**src/rtl/tkt_pkg.sv**
```systemverilog
package tkt_pkg;
   // smallest counter width that keeps N outstanding tickets distinct
   // and lets the outstanding count N itself be represented
   function automatic int f_min_tkt_w(input int n_req);
      return $clog2(n_req + 1);
   endfunction
endpackage

```
**src/rtl/tkt_dispenser.sv**
```systemverilog
module tkt_dispenser #(
   parameter int N_REQ = 4,
   parameter int TKT_W = 3
) (
   input  logic                     clk,
   input  logic                     rst_n,
   input  logic [N_REQ-1:0]         take_i,
   output logic [N_REQ*TKT_W-1:0]   next_tkt_o,
   output logic [TKT_W-1:0]         req_cnt_o
);
   logic [TKT_W-1:0] req_cnt_q;
   logic [TKT_W-1:0] req_cnt_d;

   // fetch-and-increment, lowest index drawn first
   always_comb begin
      logic [TKT_W-1:0] run;
      run = req_cnt_q;
      next_tkt_o = '0;
      for (int i = 0; i < N_REQ; i++) begin
         next_tkt_o[i*TKT_W +: TKT_W] = run;
         if (take_i[i]) run = run + TKT_W'(1);
      end
      req_cnt_d = run;
   end

   always_ff @(posedge clk or negedge rst_n) begin
      if (!rst_n) req_cnt_q <= '0;
      else        req_cnt_q <= req_cnt_d;
   end

   assign req_cnt_o = req_cnt_q;

   AST_REQ_ADVANCE: assert property (@(posedge clk) disable iff (!rst_n)
      (take_i == '0) |=> $stable(req_cnt_q)) else $error("req count moved idle");
endmodule

```
**src/rtl/tkt_server.sv**
```systemverilog
module tkt_server #(
   parameter int N_REQ = 4,
   parameter int TKT_W = 3
) (
   input  logic             clk,
   input  logic             rst_n,
   input  logic [N_REQ-1:0] rel_i,
   input  logic [N_REQ-1:0] grant_i,
   output logic [N_REQ-1:0] drop_o,
   output logic [TKT_W-1:0] srv_cnt_o,
   output logic             rel_err_o
);
   logic [TKT_W-1:0] srv_cnt_q;
   logic             err_q;
   logic [N_REQ-1:0] bad_rel;

   assign drop_o  = rel_i & grant_i;
   assign bad_rel = rel_i & ~grant_i;

   always_ff @(posedge clk or negedge rst_n) begin
      if (!rst_n) begin
         srv_cnt_q <= '0;
         err_q     <= 1'b0;
      end else begin
         if (|drop_o) srv_cnt_q <= srv_cnt_q + TKT_W'(1);
         err_q <= |bad_rel;
      end
   end

   assign srv_cnt_o = srv_cnt_q;
   assign rel_err_o = err_q;

   AST_SERVE_STEP: assert property (@(posedge clk) disable iff (!rst_n)
      !$stable(srv_cnt_q) |-> (srv_cnt_q == $past(srv_cnt_q) + TKT_W'(1))) else $error("serve jump");
   AST_BAD_REL_HOLD: assert property (@(posedge clk) disable iff (!rst_n)
      ((rel_i != '0) && ((rel_i & grant_i) == '0)) |=> $stable(srv_cnt_q)) else $error("bad release moved");
endmodule

```
**src/rtl/tkt_slot.sv**
```systemverilog
module tkt_slot #(
   parameter int TKT_W = 3
) (
   input  logic             clk,
   input  logic             rst_n,
   input  logic             take_i,
   input  logic [TKT_W-1:0] new_tkt_i,
   input  logic             drop_i,
   input  logic [TKT_W-1:0] srv_i,
   output logic             held_o,
   output logic [TKT_W-1:0] tkt_o,
   output logic             grant_o
);
   logic             held_q;
   logic             grant_q;
   logic [TKT_W-1:0] tkt_q;

   always_ff @(posedge clk or negedge rst_n) begin
      if (!rst_n) begin
         held_q  <= 1'b0;
         grant_q <= 1'b0;
         tkt_q   <= '0;
      end else begin
         if (drop_i)      held_q <= 1'b0;
         else if (take_i) held_q <= 1'b1;
         if (take_i) tkt_q <= new_tkt_i;
         grant_q <= held_q && (tkt_q == srv_i) && !drop_i;
      end
   end

   assign held_o  = held_q;
   assign tkt_o   = tkt_q;
   assign grant_o = grant_q;

   AST_GRANT_MATCH: assert property (@(posedge clk) disable iff (!rst_n)
      grant_q |-> (held_q && tkt_q == srv_i)) else $error("grant without match");
   AST_TKT_KEPT: assert property (@(posedge clk) disable iff (!rst_n)
      (held_q && $past(held_q)) |-> $stable(tkt_q)) else $error("held ticket changed");
endmodule

```
**src/rtl/tkt_lock_unit.sv**
```systemverilog
module tkt_lock_unit #(
   parameter int N_REQ = 4,
   parameter int TKT_W = 3
) (
   input  logic                   clk,
   input  logic                   rst_n,
   input  logic [N_REQ-1:0]       acq_i,
   input  logic [N_REQ-1:0]       rel_i,
   output logic [N_REQ*TKT_W-1:0] tkt_o,
   output logic [N_REQ-1:0]       grant_o,
   output logic                   acq_err_o,
   output logic                   rel_err_o
);
   import tkt_pkg::*;
   localparam int MIN_W = f_min_tkt_w(N_REQ);

   initial begin
      if (N_REQ < 1)     $error("N_REQ must be at least 1");
      if (TKT_W < MIN_W) $error("TKT_W too narrow for N_REQ outstanding tickets");
   end

   logic [N_REQ-1:0]       held;
   logic [N_REQ-1:0]       take;
   logic [N_REQ-1:0]       drop;
   logic [N_REQ*TKT_W-1:0] next_tkt;
   logic [TKT_W-1:0]       req_cnt;
   logic [TKT_W-1:0]       srv_cnt;
   logic                   acq_err_q;

   assign take = acq_i & ~held;

   always_ff @(posedge clk or negedge rst_n) begin
      if (!rst_n) acq_err_q <= 1'b0;
      else        acq_err_q <= |(acq_i & held);
   end
   assign acq_err_o = acq_err_q;

   tkt_dispenser #(.N_REQ(N_REQ), .TKT_W(TKT_W)) u_disp (
      .clk(clk), .rst_n(rst_n), .take_i(take),
      .next_tkt_o(next_tkt), .req_cnt_o(req_cnt)
   );

   tkt_server #(.N_REQ(N_REQ), .TKT_W(TKT_W)) u_srv (
      .clk(clk), .rst_n(rst_n), .rel_i(rel_i), .grant_i(grant_o),
      .drop_o(drop), .srv_cnt_o(srv_cnt), .rel_err_o(rel_err_o)
   );

   for (genvar g = 0; g < N_REQ; g++) begin : g_slot
      tkt_slot #(.TKT_W(TKT_W)) u_slot (
         .clk(clk), .rst_n(rst_n),
         .take_i(take[g]), .new_tkt_i(next_tkt[g*TKT_W +: TKT_W]),
         .drop_i(drop[g]), .srv_i(srv_cnt),
         .held_o(held[g]), .tkt_o(tkt_o[g*TKT_W +: TKT_W]), .grant_o(grant_o[g])
      );
   end

   AST_ONE_HOLDER: assert property (@(posedge clk) disable iff (!rst_n)
      $onehot0(grant_o)) else $error("two holders");
   AST_NO_OVERFLOW: assert property (@(posedge clk) disable iff (!rst_n)
      (TKT_W'(req_cnt - srv_cnt) <= TKT_W'(N_REQ))) else $error("too many tickets");
   AST_OUTSTANDING_MATCH: assert property (@(posedge clk) disable iff (!rst_n)
      (TKT_W'(req_cnt - srv_cnt) == TKT_W'($countones(held)))) else $error("ticket count drift");
endmodule

```
**config.mk**
```make
export PLATFORM = sky130hd
export DESIGN_NAME = tkt_lock_unit
export DESIGN_NICKNAME = d
export VERILOG_FILES = /design/src/rtl/tkt_pkg.sv /design/src/rtl/tkt_dispenser.sv /design/src/rtl/tkt_server.sv /design/src/rtl/tkt_slot.sv /design/src/rtl/tkt_lock_unit.sv
export SDC_FILE = /design/constraint.sdc
export NUM_CORES = 1
export LEC_CHECK = 0
export ABC_AREA = 1
export BUFFER_PORTS_ARGS = -buffer_cell sky130_fd_sc_hd__clkbuf_2
export CAP_MARGIN = 10
export CORE_AREA = 5 5 78 80
export CTS_BUF_LIST = sky130_fd_sc_hd__clkbuf_4 sky130_fd_sc_hd__clkbuf_8
export DETAILED_ROUTE_END_ITERATION = 10
export DIE_AREA = 0 0 83 85
export PLACE_DENSITY = 0.58
export SLEW_MARGIN = 20
export SYNTH_ARGS = -nofsm -noshare
export SYNTH_HDL_FRONTEND = slang
export SYNTH_SLANG_ARGS = --single-unit
```
**constraint.sdc**
```tcl
create_clock -name clk -period 2.2 [get_ports clk]
set_clock_uncertainty 0.1 [all_clocks]
set_input_delay 0.11 -clock clk [delete_from_list [all_inputs] [get_ports clk]]
set_output_delay 0.11 -clock clk [all_outputs]
set_load 0.1 [all_outputs]
```
== Word-level counts from Yosys, hierarchy flattened ==
Index checks and enable logic that the tools add are counted.
Operators by class
  mux-type cells: 12
  reduce and logical (&&, ||, !) cells: 19
  add/subtract/negate cells: 5
  equal/unequal tests: 4
  bitwise operators: 6
Operators with widths (number)
  $and A4 B4 Y4: 4
  $add A3 B1 Y3 const B: 5
  $eq A3 B3 Y1: 4
  $mux W3: 4
  $reduce_or A4 Y1: 3
  $logic_and A1 B1 Y1: 8
  $mux W1: 8
  $not A4 Y4: 2
  $reduce_bool A2 Y1: 4
  $logic_not A1 Y1: 4
Storage, ports and cells
  logic and storage cells: 62
  output and inout port bits: 18
  register bits after elaboration: 28

== Longest topological paths before layout ==
Gate-level depths: netlist of run 1.
  depth after elaboration: 9
  gate-level depth with buffers: 18

== Modules after synthesis ==
A second synthesis of run 1 with hierarchy kept.
Unflattened totals
  cell total of the unflattened synthesis: 251
  area total of the unflattened synthesis: 1764.2 um^2
By module, submodules not included
  tkt_slot: instances 4, sequential area each 125.1 um^2, area each 239.0 um^2, cells each 32
  tkt_dispenser: instances 1, sequential area each 75.1 um^2, area each 450.4 um^2, cells each 66
  tkt_server: instances 1, sequential area each 100.1 um^2, area each 269.0 um^2, cells each 39
  tkt_lock_unit: instances 1, sequential area each 25.0 um^2, area each 88.8 um^2, cells each 18

== Least setup slack after synthesis of run 1 ==
Ideal clock, no wire load.
  path kind: reg-to-reg
  start point: register u_disp.req_cnt_q[0] (netlist: u_disp.req_cnt_o[0])
  end point: register u_disp.req_cnt_q[2] (netlist: u_disp.req_cnt_o[2])
  arrival time: 1.976 ns
  required time: 1.987 ns
  clock period less this slack: 2.189 ns
  setup time: 0.113 ns
  stages on the path, launching flop included: 17
  path buffers: 0
  slack: 0.011 ns
  cells stage by stage: dfrtp_1 > ha_1 > inv_1 > nand3_1 > nand2_2 > nor2_2 > nand2_2 > nand2_2 > inv_1 > ha_1 > nand2_1 > o21ai_2 > ha_1 > nand2_1 > nand3_1 > nand2_1 > inv_1
On the way
  cells in the longest elaborated chain, start to end: 8
RTL lines
  start: declaration: RTL line tkt_dispenser.sv:11  | logic [TKT_W-1:0] req_cnt_q;
  start signal: assignment: RTL line tkt_dispenser.sv:28  | else req_cnt_q <= req_cnt_d;
  $add A3 B1 Y3: RTL line tkt_dispenser.sv:21  | if (take_i[i]) run = run + TKT_W'(1);
  $mux W3 (*): RTL line tkt_dispenser.sv:21
  $add A3 B1 Y3: RTL line tkt_dispenser.sv:21
  $mux W3 (*): RTL line tkt_dispenser.sv:21
  net g_slot[2].u_slot.new_tkt_i[1]: RTL line tkt_slot.sv:7  | input logic [TKT_W-1:0] new_tkt_i,
  $add A3 B1 Y3: RTL line tkt_dispenser.sv:21
  $mux W3 (*): RTL line tkt_dispenser.sv:21
  net g_slot[3].u_slot.new_tkt_i[1]: RTL line tkt_slot.sv:7
  $add A3 B1 Y3 (*): RTL line tkt_dispenser.sv:21
  $mux W3 (*): RTL line tkt_dispenser.sv:21
  net u_disp.req_cnt_d[2]: RTL line tkt_dispenser.sv:12  | logic [TKT_W-1:0] req_cnt_d;
Mark *: on every way through the listed nets, which the timed path passes. The rest lies on a longest branch.
A chain may end at the register's enable or synchronous reset.

== Final worst setup path of run 1 ==
  start point: register g_slot[0].u_slot.held_q
  end point: register u_disp.req_cnt_q[2] (netlist: u_disp.req_cnt_o[2])
On the way
  cells in the longest elaborated chain, start to end: 9
RTL lines
  start: declaration: RTL line tkt_slot.sv:14  | logic held_q;
  start signal: assignment: RTL line tkt_slot.sv:20  | held_q <= 1'b0;
  start signal: assignment: RTL line tkt_slot.sv:24  | if (drop_i) held_q <= 1'b0;
  start signal: assignment: RTL line tkt_slot.sv:25  | else if (take_i) held_q <= 1'b1;
  $not A4 Y4 (*): RTL line tkt_lock_unit.sv:30  | assign take = acq_i & ~held;
  $and A4 B4 Y4 (*): RTL line tkt_lock_unit.sv:30
  $mux W3 (*): RTL line tkt_dispenser.sv:21
  $add A3 B1 Y3: RTL line tkt_dispenser.sv:21
  $mux W3 (*): RTL line tkt_dispenser.sv:21
  net g_slot[2].u_slot.new_tkt_i[1]: RTL line tkt_slot.sv:7
  $add A3 B1 Y3: RTL line tkt_dispenser.sv:21
  $mux W3 (*): RTL line tkt_dispenser.sv:21
  net g_slot[3].u_slot.new_tkt_i[1]: RTL line tkt_slot.sv:7
  $add A3 B1 Y3 (*): RTL line tkt_dispenser.sv:21
  $mux W3 (*): RTL line tkt_dispenser.sv:21
  net u_disp.req_cnt_d[2]: RTL line tkt_dispenser.sv:12
Marked as above.

==> results of run 1 <==
==> cell usage after synthesis (all sizes together) <==
| cell | number |
|---|---|
| ha | 4 |
| buf | 4 |
| clkbuf | 2 |
| a31oi | 1 |
| o22ai | 2 |
| xor2 | 11 |
| nand2 | 52 |
| o21ai | 10 |
| nor2 | 8 |
| dfrtp | 28 |
| nor4 | 1 |
| xnor2 | 3 |
| inv | 33 |
| clkinv | 1 |
| nand3 | 11 |
| nor3 | 4 |
| a21oi | 7 |
| o211ai | 1 |
==> metal layers <==
layer  vias up  track usage (%)
met5         -                0
met4         0            2.229
met3         4            2.524
met2        20            18.08
met1       567            12.69
li1        638                -
==> final cells by class <==
| type | count | area [um2] |
|---|---|---|
| Inverter | 34 | 131.4 |
| Sequential cell | 28 | 700.7 |
| Multi-Input combinational cell | 115 | 713.2 |
| Clock buffer | 3 | 41.29 |
| Tap cell | 72 | 90.09 |
| Fill cell | 590 | 3408 |
| Timing Repair Buffer | 42 | 252.7 |
==> cell families (layout without fill, tap and decap cells) <==
family | after synthesis | after routing
fa+ha+maj | 4 | 4
flops | 28 | 28
simple gates | 76 | 76
xor+xnor | 14 | 14
buf+inv | 40 | 79
compound gates | 21 | 21
==> flip-flops by register name (all words and copies together) (netlist names) <==
| signal | cells |
|---|---|
| g_slot.u_slot.tkt_o | 12 |
| g_slot.u_slot.grant_o | 4 |
| u_disp.req_cnt_o | 3 |
| g_slot.u_slot.held_o | 4 |
| u_srv.srv_cnt_o | 3 |
| acq_err_o | 1 |
| u_srv.rel_err_o | 1 |
==> worst min-delay path: stages <==
cell	delay, ns
clkbuf_2	0.09
a21oi_1	0.08
o21ai_0	0.07
==> worst paths after layout <==
kind	start	end	slack, ns	cells past startpoint
max in group asynchronous	rst_n	g_slot[0].u_slot.tkt_o[1]$_DFFE_PN0N_	1.22	2
min reg2reg	g_slot[1].u_slot.grant_o$_DFF_PN0_	u_srv.rel_err_o$_DFF_PN0_	0.39	1
min in group asynchronous	rst_n	g_slot[2].u_slot.tkt_o[0]$_DFFE_PN0P_	0.31	2
max	g_slot[0].u_slot.held_o$_DFFE_PN0P_	u_disp.req_cnt_o[2]$_DFF_PN0_	0.03	17
min	rel_i[0]	u_srv.rel_err_o$_DFF_PN0_	-0.0009	3
max reg2reg	g_slot[0].u_slot.held_o$_DFFE_PN0P_	u_disp.req_cnt_o[2]$_DFF_PN0_	0.03	17
==> metrics by stage <==
step	cell area [um2]	worst slack, ns	utilization [%]	instances
after global placement	1768	0.02263	33.12	281
final	1929	0.02633	36.15	294
after detailed placement	1768	-0.02499	33.12	281
after floorplan	1543	0.01143	-	183
after CTS	1879	0.008022	35.21	292
after global routing	1929	-0.08150	36.15	294
==> repair_timing <==
item | CTS | global route
endpoints found under the setup margin | 2 | 2
buffers inserted | 6 | 2
hold buffers | 2 | 0
pin swaps | 6 | 7
endpoints found under the hold margin | 29 | 0
gates resized for setup | 1 | 9
==> summary.md, run 1 <==
| Metric | Value |
|---|---|
| Status | `complete, but fails checks` |
| Failing checks | `negative hold slack` |
| Unique masters post-synth | `27` |
| # setup viols final | `0` |
| Die Wd | `83 um` |
| Syn nets | `197` |
| Seq/Total Area, Yosys | `45.42%` |
| H-tree Lvls | `1` |
| Cell area after synthesis | `about 0.0015 mm2` |
| Final ANT Viol Nets | `0` |
| IO Pins | `28` |
| GRT Total Usage | `10.25%` |
| Clock latency on the worst-skew pair | `0.28 ns` |
| Compound-Gate Fraction of Synth Area | `~7.5%` |
| Mean Syn Cell Area | `around 8.4 um2` |
| Synth area leader | `dfrtp_1` |
| Largest net degree at the start of global routing | `29` |
| CTS tree | `done` |
| Max capacitance violation total | `0` |
| Worst path required time | `~2.3 ns` |
| Hpwl dp | `2.641 mm` |
| Most common cell after layout, fill and taps aside | `nand2_1` |
| Die Y | `85 um` |
| Iter 0 DRT Violations | `39` |
| Hold WS | `-0.0009377 ns` |
| Router iterations before antenna repair | `4` |
| Longest Clk Path Bufs | `2` |
| First-pass GRT wire length | `5.851 mm` |
| Avg Vias per Cell | `4.180` |
| Min Tclk post-route | `2.174 ns` |
| Synth Register Bits | `28` |
| Fin. Hold Viols | `1` |
| DRT Wirelength | `3.513 mm` |
| Synth Area in Adders | `under 10%` |
| Sink Count | `28` |
| Post-synthesis mux area share | `0%` |
| Initial antenna violation count | `0` |
| Routed wl met3 | `136 um` |
| Met1 Routed Length | `around 1.6 mm` |
| CP Launch Type | `register` |
| Worst-path clk slew | `0.10 ns` |
| FP Rows | `27` |
| Share of post-route cells with drive strength above 1 | `33.78%` |
| RSZ-0062 raised after global routing | `true` |
| Worst path bufs/invs | `4` |
| Slew Viols, Final | `0` |
| Simple-gate area share of the yosys netlist | `24.49%` |
| Critical Path AT | `2.25 ns` |
| Number of global-route vias before repair | `1204` |
| Synth Warn # | `0` |
| CORE AREA | `0.005338 mm2` |
| Nets | `238` |
| Worst Hold Class | `in2reg` |
| Slowest cell on crit path | `dfrtp_1` |
| Crit end category | `register` |
| Most frequent cells in the layout | `nand2_1, inv_1, dfrtp_1` |
| PortBufs | `27` |
| Antenna fix cells | `0` |
| Syn Inst Count | `183` |
| Initial core utilization | `28.90%` |
| Largest cells by area after synthesis | `dfrtp_1, nand2_1, inv_1` |
| Setup tns final | `0 ns` |
| Crit path max fanout | `4` |
| DR WL/cell | `11.95 um` |
| Setup CP Type | `reg2reg` |
| CTS Buf Count | `3` |
| Synth Area in XOR/XNOR | `8.435%` |
| Total number of vias | `1229` |
| Aggregate global routing overflow | `0` |
| Slew margin rel. | `51.98%` |
| Largest family of logic cells by synthesized area | `simple AND/OR/NAND/NOR gates` |
| Wire length on met2 | `around 1.7 mm` |
| Highest routed layer | `met4` |
| Die Area | `0.007055 mm2` |
| Yosys top cell area share | `45.42%` |
| Root Driver | `clkbuf_8` |
| Top achievable clock speed | `~460 MHz` |
| Syn-to-layout area delta | `25.06%` |
| Crit-path leading delay family | `simple AND/OR/NAND/NOR gates` |
| Final period utilization | `between 90 and 100%` |
| Actual slew at the worst max-slew pin | `0.7204 ns` |
| Critical path's largest stage delay | `0.44 ns` |
| DRC | `0` |
| GPL Wtd Cong | `0.7860` |
| Crit-path cells | `inv_2 -> nand2_2 -> nand2_1 -> nand2_4 -> nor2_4 -> nand2_2 -> nand2_2 -> inv_2 -> ha_4 -> nand2_2 -> o21ai_2 -> ha_2 -> nand2_2 -> inv_2 -> nand2_1 -> nand2_1 -> inv_1` |
| Most frequent CP cell | `nand2_2` |
Power of run 1 is left out: the tool's default activity adds up to more than one toggle a clock period on the data nets, which glitch-free logic cannot reach.
==> run 2: changes to the inputs <==
CORE_AREA = 2 2 54 107   (was 5 5 78 80)
DIE_AREA = 0 0 56 109   (was 0 0 83 85)
==> run 2 against run 1 <==
Against the previous run: the flow now finishes without violations; hold slack better by 0.012 ns; non-clock buffer count is 1 higher; via count is 2.6% higher; worst setup slack better by 0.017 ns; design area is 0.58% higher; register-to-register slack better by 0.02 ns; global-route usage is 2.1 points higher; core utilization is 0.30 points higher.
==> summary.md, run 2 (synthesis results as in run 1) <==
| Metric | Value |
|---|---|
| Die Y | `109 um (was 85 um)` |
| Iter 0 DRT Violations | `23 (was 39)` |
| IO Pins | `28 (unchanged)` |
| Reg area | `700.7 um2 (unchanged)` |
| # setup viols final | `0 (unchanged)` |
| GPL Wtd Cong | `0.8194 (was 0.7860)` |
| Status | `complete, no violations (was complete, but fails checks)` |
| WHS Endpoint | `acq_err_o$_DFF_PN0_ (was u_srv.rel_err_o$_DFF_PN0_)` |
| RSZ-0062 raised after global routing | `true (unchanged)` |
| CTS Buf Count | `3 (unchanged)` |
| Largest net degree at the start of global routing | `29 (unchanged)` |
| Worst Hold Depth | `3 (unchanged)` |
| Longest Clk Path Bufs | `2 (unchanged)` |
| Min Tclk post-route | `2.156 ns (was 2.174 ns)` |
| Max capacitance violation total | `0 (unchanged)` |
| Aggregate global routing overflow | `0 (unchanged)` |
| CORE AREA | `0.005325 mm2 (was 0.005338 mm2)` |
| Share of post-route cells with drive strength above 1 | `34.38% (was 33.78%)` |
| Worst path required time | `2.28 ns (was 2.27 ns)` |
| Avg Vias per Cell | `4.440 (was 4.180)` |
| Die Area | `0.006104 mm2 (was 0.007055 mm2)` |
| Reg-to-Reg End | `u_disp.req_cnt_o[2]$_DFF_PN0_ (unchanged)` |
| Most common cell after layout, fill and taps aside | `nand2_1 (unchanged)` |
| Setup CP Type | `reg2reg (unchanged)` |
| Final core occ | `36.44% (was 36.15%)` |
| Number of global-route vias before repair | `1339 (was 1204)` |
| Fin. Hold Viols | `0 (was 1)` |
| PortBufs | `27 (unchanged)` |
| Slew margin rel. | `53.03% (was 51.98%)` |
| CTS tree | `done (unchanged)` |
| Worst Hold Class | `in2reg (unchanged)` |
| Actual slew at the worst max-slew pin | `0.7045 ns (was 0.7204 ns)` |
| Initial antenna violation count | `0 (unchanged)` |
| Root Driver | `clkbuf_8 (unchanged)` |
| Clock latency on the worst-skew pair | `0.27 ns (was 0.28 ns)` |
| Die Wd | `56 um (was 83 um)` |
| FP Rows | `38 (was 27)` |
| H-tree Lvls | `1 (unchanged)` |
| Nets | `239 (was 238)` |
| GRT Total Usage | `12.37% (was 10.25%)` |
| Syn-to-layout area delta | `25.79% (was 25.06%)` |
| Critical Path AT | `2.24 ns (was 2.25 ns)` |
| First-pass GRT wire length | `5.975 mm (was 5.851 mm)` |
| Total number of vias | `1261 (was 1229)` |
| Reg2reg path depth | `17 (unchanged)` |
| Hpwl dp | `2.701 mm (was 2.641 mm)` |
| DRT Wirelength | `3.374 mm (was 3.513 mm)` |
| Slew Viols, Final | `0 (unchanged)` |
| Initial core utilization | `28.97% (was 28.90%)` |
| Most frequent cells in the layout | `nand2_1, inv_1, dfrtp_1 (unchanged)` |
| Antenna fix cells | `0 (unchanged)` |
| Max reg flops | `12 (unchanged)` |
| Final ANT Viol Nets | `0 (unchanged)` |
| Crit path max fanout | `2 (was 4)` |
| Final period utilization | `98.02% (was 98.80%)` |
| CP Launch Type | `register (unchanged)` |
| Worst R2R Start | `u_disp.req_cnt_o[0]$_DFF_PN0_ (was g_slot[0].u_slot.held_o$_DFFE_PN0P_)` |
| Crit end category | `register (unchanged)` |
| Router iterations before antenna repair | `4 (unchanged)` |
| DRC | `0 (unchanged)` |
| Worst-path clk slew | `0.10 ns (about the same)` |
| Register-to-Register Setup Slack | `0.04 ns (was 0.03 ns)` |
| Top achievable clock speed | `463.7 MHz (was 460.1 MHz)` |
| Beginning of the worst hold path | `acq_i[1] (was rel_i[0])` |
| Hold WS | `0.01107 ns (was -0.0009377 ns)` |
| Sink Count | `28 (unchanged)` |
| Multi-input gate area in the final layout | `713.2 um2 (unchanged)` |
| Fillers | `550 (was 590)` |
| DR WL/cell | `11.88 um (was 11.95 um)` |
==> run 2: per-layer routing <==
metal / GRT usage, % / routed length, um / part of all wire, %
met1: 15.90 / 1556 / 46
met2: 21.51 / 1684 / 50
met3: 1.661 / 96 / 2.8
met4: 3.571 / 37 / 1.1
met5: 0 / 0 / 0
==> run 2: area by class of cell <==
class                           instances  area share, %
Tap cell                               60          3.868
Sequential cell                        28          36.11
Inverter                               34          6.770
Multi-Input combinational cell        115          36.75
Clock buffer                            4          2.837
Timing Repair Buffer                   43          13.67
==> run 2: how the worst max path moves through the flow <==
stage | to | startpoint | cells past startpoint | slack, ns
after floorplan | u_disp.req_cnt_o[2]$_DFF_PN0_ | u_disp.req_cnt_o[0]$_DFF_PN0_ | 16 | 0.01
after global placement | u_disp.req_cnt_o[2]$_DFF_PN0_ | u_disp.req_cnt_o[0]$_DFF_PN0_ | 16 | 0.03
after detailed placement | u_disp.req_cnt_o[2]$_DFF_PN0_ | u_disp.req_cnt_o[0]$_DFF_PN0_ | 16 | -0.06
after CTS | u_disp.req_cnt_o[2]$_DFF_PN0_ | u_disp.req_cnt_o[1]$_DFF_PN0_ | 17 | 0.0009
after global routing | u_disp.req_cnt_o[2]$_DFF_PN0_ | u_disp.req_cnt_o[0]$_DFF_PN0_ | 16 | -0.1
final | u_disp.req_cnt_o[2]$_DFF_PN0_ | u_disp.req_cnt_o[0]$_DFF_PN0_ | 17 | 0.04
==> run 2: timing repair <==
action                                  4_1_cts  5_1_grt
hold buffers                                  4        0
endpoints found under the setup margin        2        3
buffers inserted                              3        4
gates resized for setup                       4        7
pin swaps                                     9        9
endpoints found under the hold margin        30        0
==> run 2: stage by stage <==
step	setup TNS (ns)	cell area, um2	instances	worst slack (ns)
after floorplan	0	1543	183	0.01143
after global placement	0	1760	270	0.03158
after detailed placement	-0.06652	1760	270	-0.06078
after CTS	0	1893	281	0.0008715
after global routing	-0.1156	1941	284	-0.09704
final	0	1941	284	0.04356
==> run 2: worst max-delay path, cell delays in order (launching register included) <==
cell     delay, ns
dfrtp_1       0.39
ha_1          0.28
inv_1         0.04
nand3_2       0.06
nand2_2       0.08
nor2_4        0.10
nand2_2       0.07
nand2_2       0.08
inv_2         0.04
ha_4          0.25
nand2_2       0.04
o21ai_2       0.07
ha_2          0.19
nand2_2       0.06
inv_2         0.06
nand2_1       0.05
nand2_1       0.06
inv_1         0.03
Power of run 2 is left out for the same reason.
